File: src/rtl/fwc_pkg.sv
package fwc_pkg;
  localparam int SEL_W = 3;

  typedef enum logic [1:0] {
    ADDR_CTRL  = 2'd0,
    ADDR_COUNT = 2'd1,
    ADDR_CMP   = 2'd2,
    ADDR_FLAGS = 2'd3
  } fwc_addr_e;

  typedef struct packed {
    logic             run;
    logic             lim_cmp;
    logic [SEL_W-1:0] src;
    logic             down;
    logic [1:0]       wmode;
  } fwc_ctrl_t;
endpackage

File: src/rtl/fwc_src_sel.sv
module fwc_src_sel #(
  parameter int N_TAPS = 6,
  parameter int SEL_W  = 3
) (
  input  logic              clk,
  input  logic              rst_n,
  input  logic [N_TAPS-1:0] taps,
  input  logic [1:0]        evt,
  input  logic              run,
  input  logic [SEL_W-1:0]  sel,
  output logic              step
);
  localparam int N_SRC = N_TAPS + 2;

  logic [1:0] evt_rise;

  for (genvar g = 0; g < 2; g++) begin : g_sync
    logic [2:0] sh_q, sh_d;
    always_comb sh_d = {sh_q[1:0], evt[g]};
    always_ff @(posedge clk or negedge rst_n) begin
      if (!rst_n) sh_q <= '0;
      else        sh_q <= sh_d;
    end
    assign evt_rise[g] = sh_q[1] & ~sh_q[2];
  end

  logic [N_SRC-1:0] src_vec;
  logic             pick;

  always_comb begin
    src_vec = {evt_rise, taps};
    pick    = 1'b0;
    for (int i = 0; i < N_SRC; i++) begin
      if (int'(sel) == i) pick = src_vec[i];
    end
    step = run & pick;
  end
endmodule

File: src/rtl/fwc_count_core.sv
module fwc_count_core #(
  parameter int CNT_W = 10
) (
  input  logic             clk,
  input  logic             rst_n,
  input  logic             step,
  input  logic             down,
  input  logic             load,
  input  logic [CNT_W-1:0] load_val,
  input  logic [CNT_W-1:0] mask_nx,
  output logic [CNT_W-1:0] cnt_d,
  output logic [CNT_W-1:0] cnt_q
);
  logic [CNT_W-1:0] stepped;

  always_comb begin
    stepped = down ? (cnt_q - 1'b1) : (cnt_q + 1'b1);
    if (load)      cnt_d = load_val & mask_nx;
    else if (step) cnt_d = stepped & mask_nx;
    else           cnt_d = cnt_q & mask_nx;
  end

  always_ff @(posedge clk or negedge rst_n) begin
    if (!rst_n) cnt_q <= '0;
    else        cnt_q <= cnt_d;
  end
endmodule

File: src/rtl/fwc_cmp_irq.sv
module fwc_cmp_irq #(
  parameter int CNT_W = 10
) (
  input  logic             clk,
  input  logic             rst_n,
  input  logic [CNT_W-1:0] cnt_d,
  input  logic [CNT_W-1:0] cmp_d,
  input  logic [CNT_W-1:0] mask_d,
  input  logic             lim_d,
  input  logic             set_en,
  input  logic             clr_cmp,
  input  logic             clr_zero,
  output logic             irq_cmp,
  output logic             irq_zero,
  output logic             pwm_out
);
  logic [CNT_W-1:0] cmp_eff;
  logic             match, below;
  logic             fc_d, fz_d, pwm_d;

  always_comb begin
    cmp_eff = lim_d ? (cmp_d & mask_d) : cmp_d;
    match   = (cnt_d == cmp_eff);
    below   = (cnt_d <  cmp_eff);
    fc_d    = (irq_cmp  & ~clr_cmp)  | (set_en & match);
    fz_d    = (irq_zero & ~clr_zero) | (set_en & (cnt_d == '0));
    pwm_d   = below;
  end

  always_ff @(posedge clk or negedge rst_n) begin
    if (!rst_n) begin
      irq_cmp  <= 1'b0;
      irq_zero <= 1'b0;
      pwm_out  <= 1'b0;
    end else begin
      irq_cmp  <= fc_d;
      irq_zero <= fz_d;
      pwm_out  <= pwm_d;
    end
  end
endmodule

File: src/rtl/fwc_counter.sv
module fwc_counter
  import fwc_pkg::*;
#(
  parameter int CNT_W  = 10,
  parameter int N_TAPS = 6
) (
  input  logic              clk,
  input  logic              rst_n,
  input  logic [N_TAPS-1:0] tick_taps,
  input  logic              evt_a,
  input  logic              evt_b,
  input  logic              wr_en,
  input  logic [1:0]        wr_addr,
  input  logic [CNT_W-1:0]  wr_data,
  input  logic [1:0]        rd_addr,
  output logic [CNT_W-1:0]  rd_data,
  output logic              irq_cmp,
  output logic              irq_zero,
  output logic              pwm_out
);
  localparam int CTRL_W = $bits(fwc_ctrl_t);

  // Reset: asserted asynchronously, released after two clock edges.
  logic rst_meta, rst_sync_n;
  always_ff @(posedge clk or negedge rst_n) begin
    if (!rst_n) begin
      rst_meta   <= 1'b0;
      rst_sync_n <= 1'b0;
    end else begin
      rst_meta   <= 1'b1;
      rst_sync_n <= rst_meta;
    end
  end

  function automatic logic [CNT_W-1:0] mask_of(input logic [1:0] m);
    logic [CNT_W-1:0] ones;
    ones = '1;
    return ones >> (2 * int'(m));
  endfunction

  fwc_ctrl_t        ctrl_q, ctrl_d;
  logic [CNT_W-1:0] cmp_q, cmp_d;
  logic [CNT_W-1:0] mask_q, mask_d;
  logic             cfg_wr, ld_stb, cmp_wr, clr_cmp, clr_zero;
  logic             step;
  logic [CNT_W-1:0] cnt_d, cnt_q;

  always_comb begin
    cfg_wr   = wr_en && (wr_addr == ADDR_CTRL);
    ld_stb   = wr_en && (wr_addr == ADDR_COUNT);
    cmp_wr   = wr_en && (wr_addr == ADDR_CMP);
    clr_cmp  = wr_en && (wr_addr == ADDR_FLAGS) && wr_data[0];
    clr_zero = wr_en && (wr_addr == ADDR_FLAGS) && wr_data[1];
    ctrl_d   = cfg_wr ? fwc_ctrl_t'(wr_data[CTRL_W-1:0]) : ctrl_q;
    cmp_d    = cmp_wr ? wr_data : cmp_q;
    mask_q   = mask_of(ctrl_q.wmode);
    mask_d   = mask_of(ctrl_d.wmode);
  end

  always_ff @(posedge clk or negedge rst_sync_n) begin
    if (!rst_sync_n) begin
      ctrl_q <= '0;
      cmp_q  <= '0;
    end else begin
      ctrl_q <= ctrl_d;
      cmp_q  <= cmp_d;
    end
  end

  fwc_src_sel #(.N_TAPS(N_TAPS), .SEL_W(SEL_W)) u_src (
    .clk   (clk),
    .rst_n (rst_sync_n),
    .taps  (tick_taps),
    .evt   ({evt_b, evt_a}),
    .run   (ctrl_q.run),
    .sel   (ctrl_q.src),
    .step  (step)
  );

  fwc_count_core #(.CNT_W(CNT_W)) u_core (
    .clk      (clk),
    .rst_n    (rst_sync_n),
    .step     (step),
    .down     (ctrl_q.down),
    .load     (ld_stb),
    .load_val (wr_data),
    .mask_nx  (mask_d),
    .cnt_d    (cnt_d),
    .cnt_q    (cnt_q)
  );

  fwc_cmp_irq #(.CNT_W(CNT_W)) u_cmp (
    .clk      (clk),
    .rst_n    (rst_sync_n),
    .cnt_d    (cnt_d),
    .cmp_d    (cmp_d),
    .mask_d   (mask_d),
    .lim_d    (ctrl_d.lim_cmp),
    .set_en   (step & ~ld_stb),
    .clr_cmp  (clr_cmp),
    .clr_zero (clr_zero),
    .irq_cmp  (irq_cmp),
    .irq_zero (irq_zero),
    .pwm_out  (pwm_out)
  );

  always_comb begin
    rd_data = '0;
    case (fwc_addr_e'(rd_addr))
      ADDR_CTRL:  rd_data[CTRL_W-1:0] = ctrl_q;
      ADDR_COUNT: rd_data = cnt_q;
      ADDR_CMP:   rd_data = cmp_q;
      default:    rd_data[1:0] = {irq_zero, irq_cmp};
    endcase
  end
endmodule

File: config.mk
export PLATFORM = sky130hd
export DESIGN_NAME = fwc_counter
export DESIGN_NICKNAME = d
export VERILOG_FILES = /design/src/rtl/fwc_pkg.sv /design/src/rtl/fwc_src_sel.sv /design/src/rtl/fwc_count_core.sv /design/src/rtl/fwc_cmp_irq.sv /design/src/rtl/fwc_counter.sv
export SDC_FILE = /design/constraint.sdc
export NUM_CORES = 1
export LEC_CHECK = 0
export ABC_AREA = 1
export BUFFER_PORTS_ARGS = -buffer_cell sky130_fd_sc_hd__buf_2
export CAP_MARGIN = 20
export CELL_PAD_IN_SITES_DETAIL_PLACEMENT = 2
export CELL_PAD_IN_SITES_GLOBAL_PLACEMENT = 2
export CORE_MARGIN = 2
export CORE_UTILIZATION = 32
export DETAILED_ROUTE_END_ITERATION = 10
export PLACE_DENSITY_LB_ADDON = 0.08
export REMOVE_ABC_BUFFERS = 1
export SLEW_MARGIN = 40
export SYNTH_ARGS = -nofsm -noshare
export SYNTH_HDL_FRONTEND = slang
export SYNTH_SLANG_ARGS = --single-unit
File: constraint.sdc
create_clock -name clk -period 1.38 [get_ports clk]
set_clock_uncertainty 0.05 [all_clocks]
set_input_delay 0.138 -clock clk [delete_from_list [all_inputs] [get_ports clk]]
set_output_delay 0.138 -clock clk [all_outputs]
set_load 0.05 [all_outputs]
==> results.py, run 1 <==
metrics = {
    "synthesis": {
        "synthTopCellsByArea": "dfrtp_1, nand2_1, ha_1, inv_1, nand3_1",
        "yosysSeqAreaShare_pct": 34.7,
        "yosysMostFrequentCell": "nand2_1",
        "post-synth-top-area-cell": "dfrtp_1",
        "synth_area_sq_um": 2810,
        "avgSynthCellArea_sq_um": 6.89,
        "ys_ff_latch": 39,
        "yosysWarnings": 0,
        "yosys-top-cells-count": "nand2_1, inv_1, dfrtp_1",
        "synthArstFlopShare_pct": 100,
        "synth_edf_count": 0,
        "synth_cells": 408,
        "synth.distinct_cells": 30,
        "ys.flop_type": "dfrtp_1",
        "netlist.area_leader.share_pct": 34.7,
    },
    "die": {
        "die_height_um": 97.8,
        "fp-row-count": 34,
        "start_util_pct": 32.6,
        "io_pins": 38,
        "fp.dieW_um": 97.8,
    },
    "grt": {
        "antenna_found_initial": 0,
        "grt_max_degree": 38,
    },
    "clocking": {
        "cts_buffers": 5,
        "htreeDepth": 2,
        "cts_sinks": 39,
        "cts_max_path_buffers": 2,
        "cts_root_buf": "clkbuf_8",
    },
    "placed_design": {
        "hpwl_um": 9580,
        "place_congestion": 0.902,
        "pre_cts_ws_ns": -1.83,
        "io_buffer_count": 37,
        "place_inst": 624,
    },
    "sta": {
        "worst-ep-kind": "sequential cell input",
        "worst_endpoint": "u_cmp.irq_cmp$_DFF_PN0_/D",
    },
    "outcome": {
        "error": "[ERROR DPL-0033] detailed placement checks failed during check placement.",
        "haltStage": "global routing",
        "status": "aborted with a tool error",
    },
}
[through the flow]
step	instance area (sq um)	hold WS, ns	utilization [%]
floorplan	2770	-0.208	-
global placement	3720	-0.129	43.1
detailed placement	3720	-0.127	43.1
CTS	4520	0.0709	52.4
[kinds of logic after synthesis]
kind of cell	after synthesis	synth area share, %
and+or+nand+nor	216	33.6
buffers and inverters	81	11.3
AOI/OAI and AO/OA	45	8.76
DFF	39	34.7
adders and majority gates	23	10.5
xor gates and xnor gates	2	0.623
other	1	0.133
muxes	1	0.400
[what timing repair did]
| action | in CTS |
|---|---|
| pin swaps | 53 |
| hold buffers | 3 |
| gates cloned | 0 |
| endpoints found under the hold margin | 4 |
| resized for setup | 130 |
| setup endpoints to repair | 23 |
| buffers inserted | 37 |
==> run 2: changes to the inputs <==
- CELL_PAD_IN_SITES_DETAIL_PLACEMENT: 2 -> unset
- CELL_PAD_IN_SITES_GLOBAL_PLACEMENT: 2 -> unset
- CORE_UTILIZATION: 32 -> 20
- PLACE_DENSITY_LB_ADDON: 0.08 -> 0.15
==> results.py, run 2 <==
metrics = {
    "routing": {
        "finalWirelength_um": 9830,
        "final_antenna_net_count": 0,
        "drt-initial-drc-count": 127,
        "drc": 0,
        "drtPass1Iterations": 4,
        "wl_per_cell_um": 13.2,
        "vias_per_cell": 4.14,
        "vias": 3090,
    },
    "grt": {
        "grt_max_degree": 38,
        "grt_pass1_wl_um": 16100,
        "grt_pass1_vias": 3222,
        "antenna_found_initial": 0,
        "grt_use_total_pct": 14.1,
        "gr-total-overflow": 0,
    },
    "setup_path": {
        "critical-path-top-delay-family": "simple AND/OR/NAND/NOR gates",
        "critPathLaunchType": "flop",
        "worstPathCellList": "buf_6, buf_6, ha_4, nand2_2, o21a_1, nand2_1, nand2_1, nand2_1, nand2_1, nand2_1, nand2_1, nand2_2, inv_2, ha_4, nand2_4, nor2_4, nand4_1, nor2_1, a211oi_1",
        "max_stage_delay_ns": 0.42,
        "worstPathRequired_ns": 1.49,
        "worst-path-buf-inv": 3,
        "critPathArrivalTime_ns": 2.78,
        "end_kind": "flop",
        "crit_type": "reg2reg",
        "crit_fanout": 4,
        "cpMostUsedCell": "nand2_1",
        "critPathSlowestCell": "dfrtp_2",
    },
    "synthesis": {
        "yosysSeqAreaShare_pct": 34.7,
        "synth_cells": 408,
        "synth.distinct_cells": 30,
        "yosysWarnings": 0,
        "ys_ff_latch": 39,
        "synth_edf_count": 0,
        "synth_area_sq_um": 2810,
        "post-synth-top-area-cell": "dfrtp_1",
        "netlist.area_leader.share_pct": 34.7,
        "ys.flop_type": "dfrtp_1",
        "avgSynthCellArea_sq_um": 6.89,
        "yosys-top-cells-count": "nand2_1, inv_1, dfrtp_1",
        "yosysMostFrequentCell": "nand2_1",
        "synthArstFlopShare_pct": 100,
        "synthTopCellsByArea": "dfrtp_1, nand2_1, ha_1, inv_1, nand3_1",
    },
    "clocking": {
        "htreeDepth": 2,
        "cts_sinks": 39,
        "insertion_delay_ns": 0.29,
        "clk_transition_reported_paths_ns": 0.06,
        "cts_tree": "yes",
        "cts_buffers": 5,
        "cts_max_path_buffers": 2,
        "cts_root_buf": "clkbuf_16",
    },
    "placed_design": {
        "place_area_sq_um": 3930,
        "io_buffer_count": 37,
        "place_congestion": 0.934,
        "place_inst": 707,
        "hpwl_um": 7300,
        "pre_cts_ws_ns": -1.60,
    },
    "sta": {
        "holdWs_ns": 0.107,
        "grt_setup_unrepaired": "true",
        "max_freq_mhz": 375,
        "setup_tns_ns": -8.90,
        "setup_viol": 22,
        "min_period_ns": 2.67,
        "hold_viol_final": 0,
        "drv_slew": 0,
        "post-route-period-util_pct": 193,
        "worst_slack_ns": -1.29,
    },
    "die": {
        "core-area_sq_um": 13800,
        "fp.dieW_um": 123,
        "fp-row-count": 43,
        "start_util_pct": 20.3,
        "die_height_um": 123,
        "io_pins": 38,
        "die_area_sq_um": 15000,
    },
    "power": {
        "p_sw_share_pct": 40.3,
        "power-per-cell-area_nw_per_um2": 1450,
        "p_switching_mw": 2.91,
        "internal_power_mw": 4.31,
        "p_clk_share_pct": 16.2,
        "power_mw": 7.22,
        "power_leakage_nw": 2.68,
        "seqPwrFrac_pct": 21.3,
        "peakVddDrop_mv": 0.488,
        "pwr-share-comb_pct": 62.5,
    },
    "cells_and_area": {
        "drive_gt1_share_pct": 50.8,
        "final_cells": 747,
        "area_delta_synth_final_pct": 76.5,
        "final_common_cell": "nand2_1",
        "fin_area_sq_um": 4960,
        "biggestRegsByFlops": "cmp_q (10), u_core.cnt_q (10), ctrl_q (8)",
        "utilization_pct": 35.9,
        "fin_nets": 615,
        "antenna_cells": 0,
        "layout_common_cells": "nand2_1, buf_4, inv_1, nand2_2",
    },
    "outcome": {
        "violations": "setup timing",
        "status": "finished, violations left",
    },
    "job": {
        "cap_violations": 0,
    },
    "hold_path": {
        "hold_class": "in2async",
    },
}
run 2: cell counts after synthesis:
No cell type changed its count.
run 2: final cells by class:
class | instances | area (sq um)
inverter | 73 | 277
clock inverter | 1 | 5.00
sequential | 39 | 985
multi-input combinational | 288 | 1970
clock buffer | 6 | 139
timing repair buffer | 160 | 1360
tap | 180 | 225
fill | 1456 | 8860
run 2: final timing paths:
kind,start,to,slack [ns],cells past startpoint
min,rst_n,rst_meta,0.11,2
max in group asynchronous,rst_sync_n,u_core.cnt_q[7],0.87,1
max,ctrl_q[2],u_cmp.pwm_out,-1.29,19
min in group clk,wr_data[8],cmp_q[8],0.11,2
max reg2reg,ctrl_q[2],u_cmp.pwm_out,-1.29,19
min reg2reg,rst_sync_n,ctrl_q[5],0.19,1
run 2: cell families after synthesis:
logic type / Yosys count / share of synthesized area (%)
flops: 39 / 34.7
compound gates: 45 / 8.76
simple gates: 216 / 33.6
mux: 1 / 0.400
buf+inv: 81 / 11.3
other cells: 1 / 0.133
fa+ha+maj: 23 / 10.5
xor+xnor: 2 / 0.623
run 2: per-layer routing:
metal  vias up  part of all wire (%)  GRT usage, %
met5         -                     0             0
met4         0                   2.1          4.81
met3        13                   2.1          1.49
met2        37                    49          24.3
met1      1444                    46          18.2
li1       1596                     -             -
run 2: power groups by stage:
stage | sequential (mW) | clock (mW) | combinational [mW]
2_1_floorplan | 1.60 | 0 | 1.60
3_3_place_gp | 1.54 | 0 | 3.24
3_5_place_dp | 1.53 | 0 | 3.21
4_1_cts | 1.53 | 1.22 | 4.07
5_1_grt | 1.57 | 1.26 | 4.97
6_report | 1.54 | 1.17 | 4.51
run 2: repair_timing:
| action | 4_1_cts | 5_1_grt |
|---|---|---|
| hold buffers | 3 | 0 |
| pin swaps | 52 | 28 |
| setup endpoints to repair | 23 | 23 |
| setup buffers | 31 | 10 |
| resized for setup | 113 | 65 |
| endpoints found under the hold margin | 4 | 0 |
(Power assumes the default switching activity.)
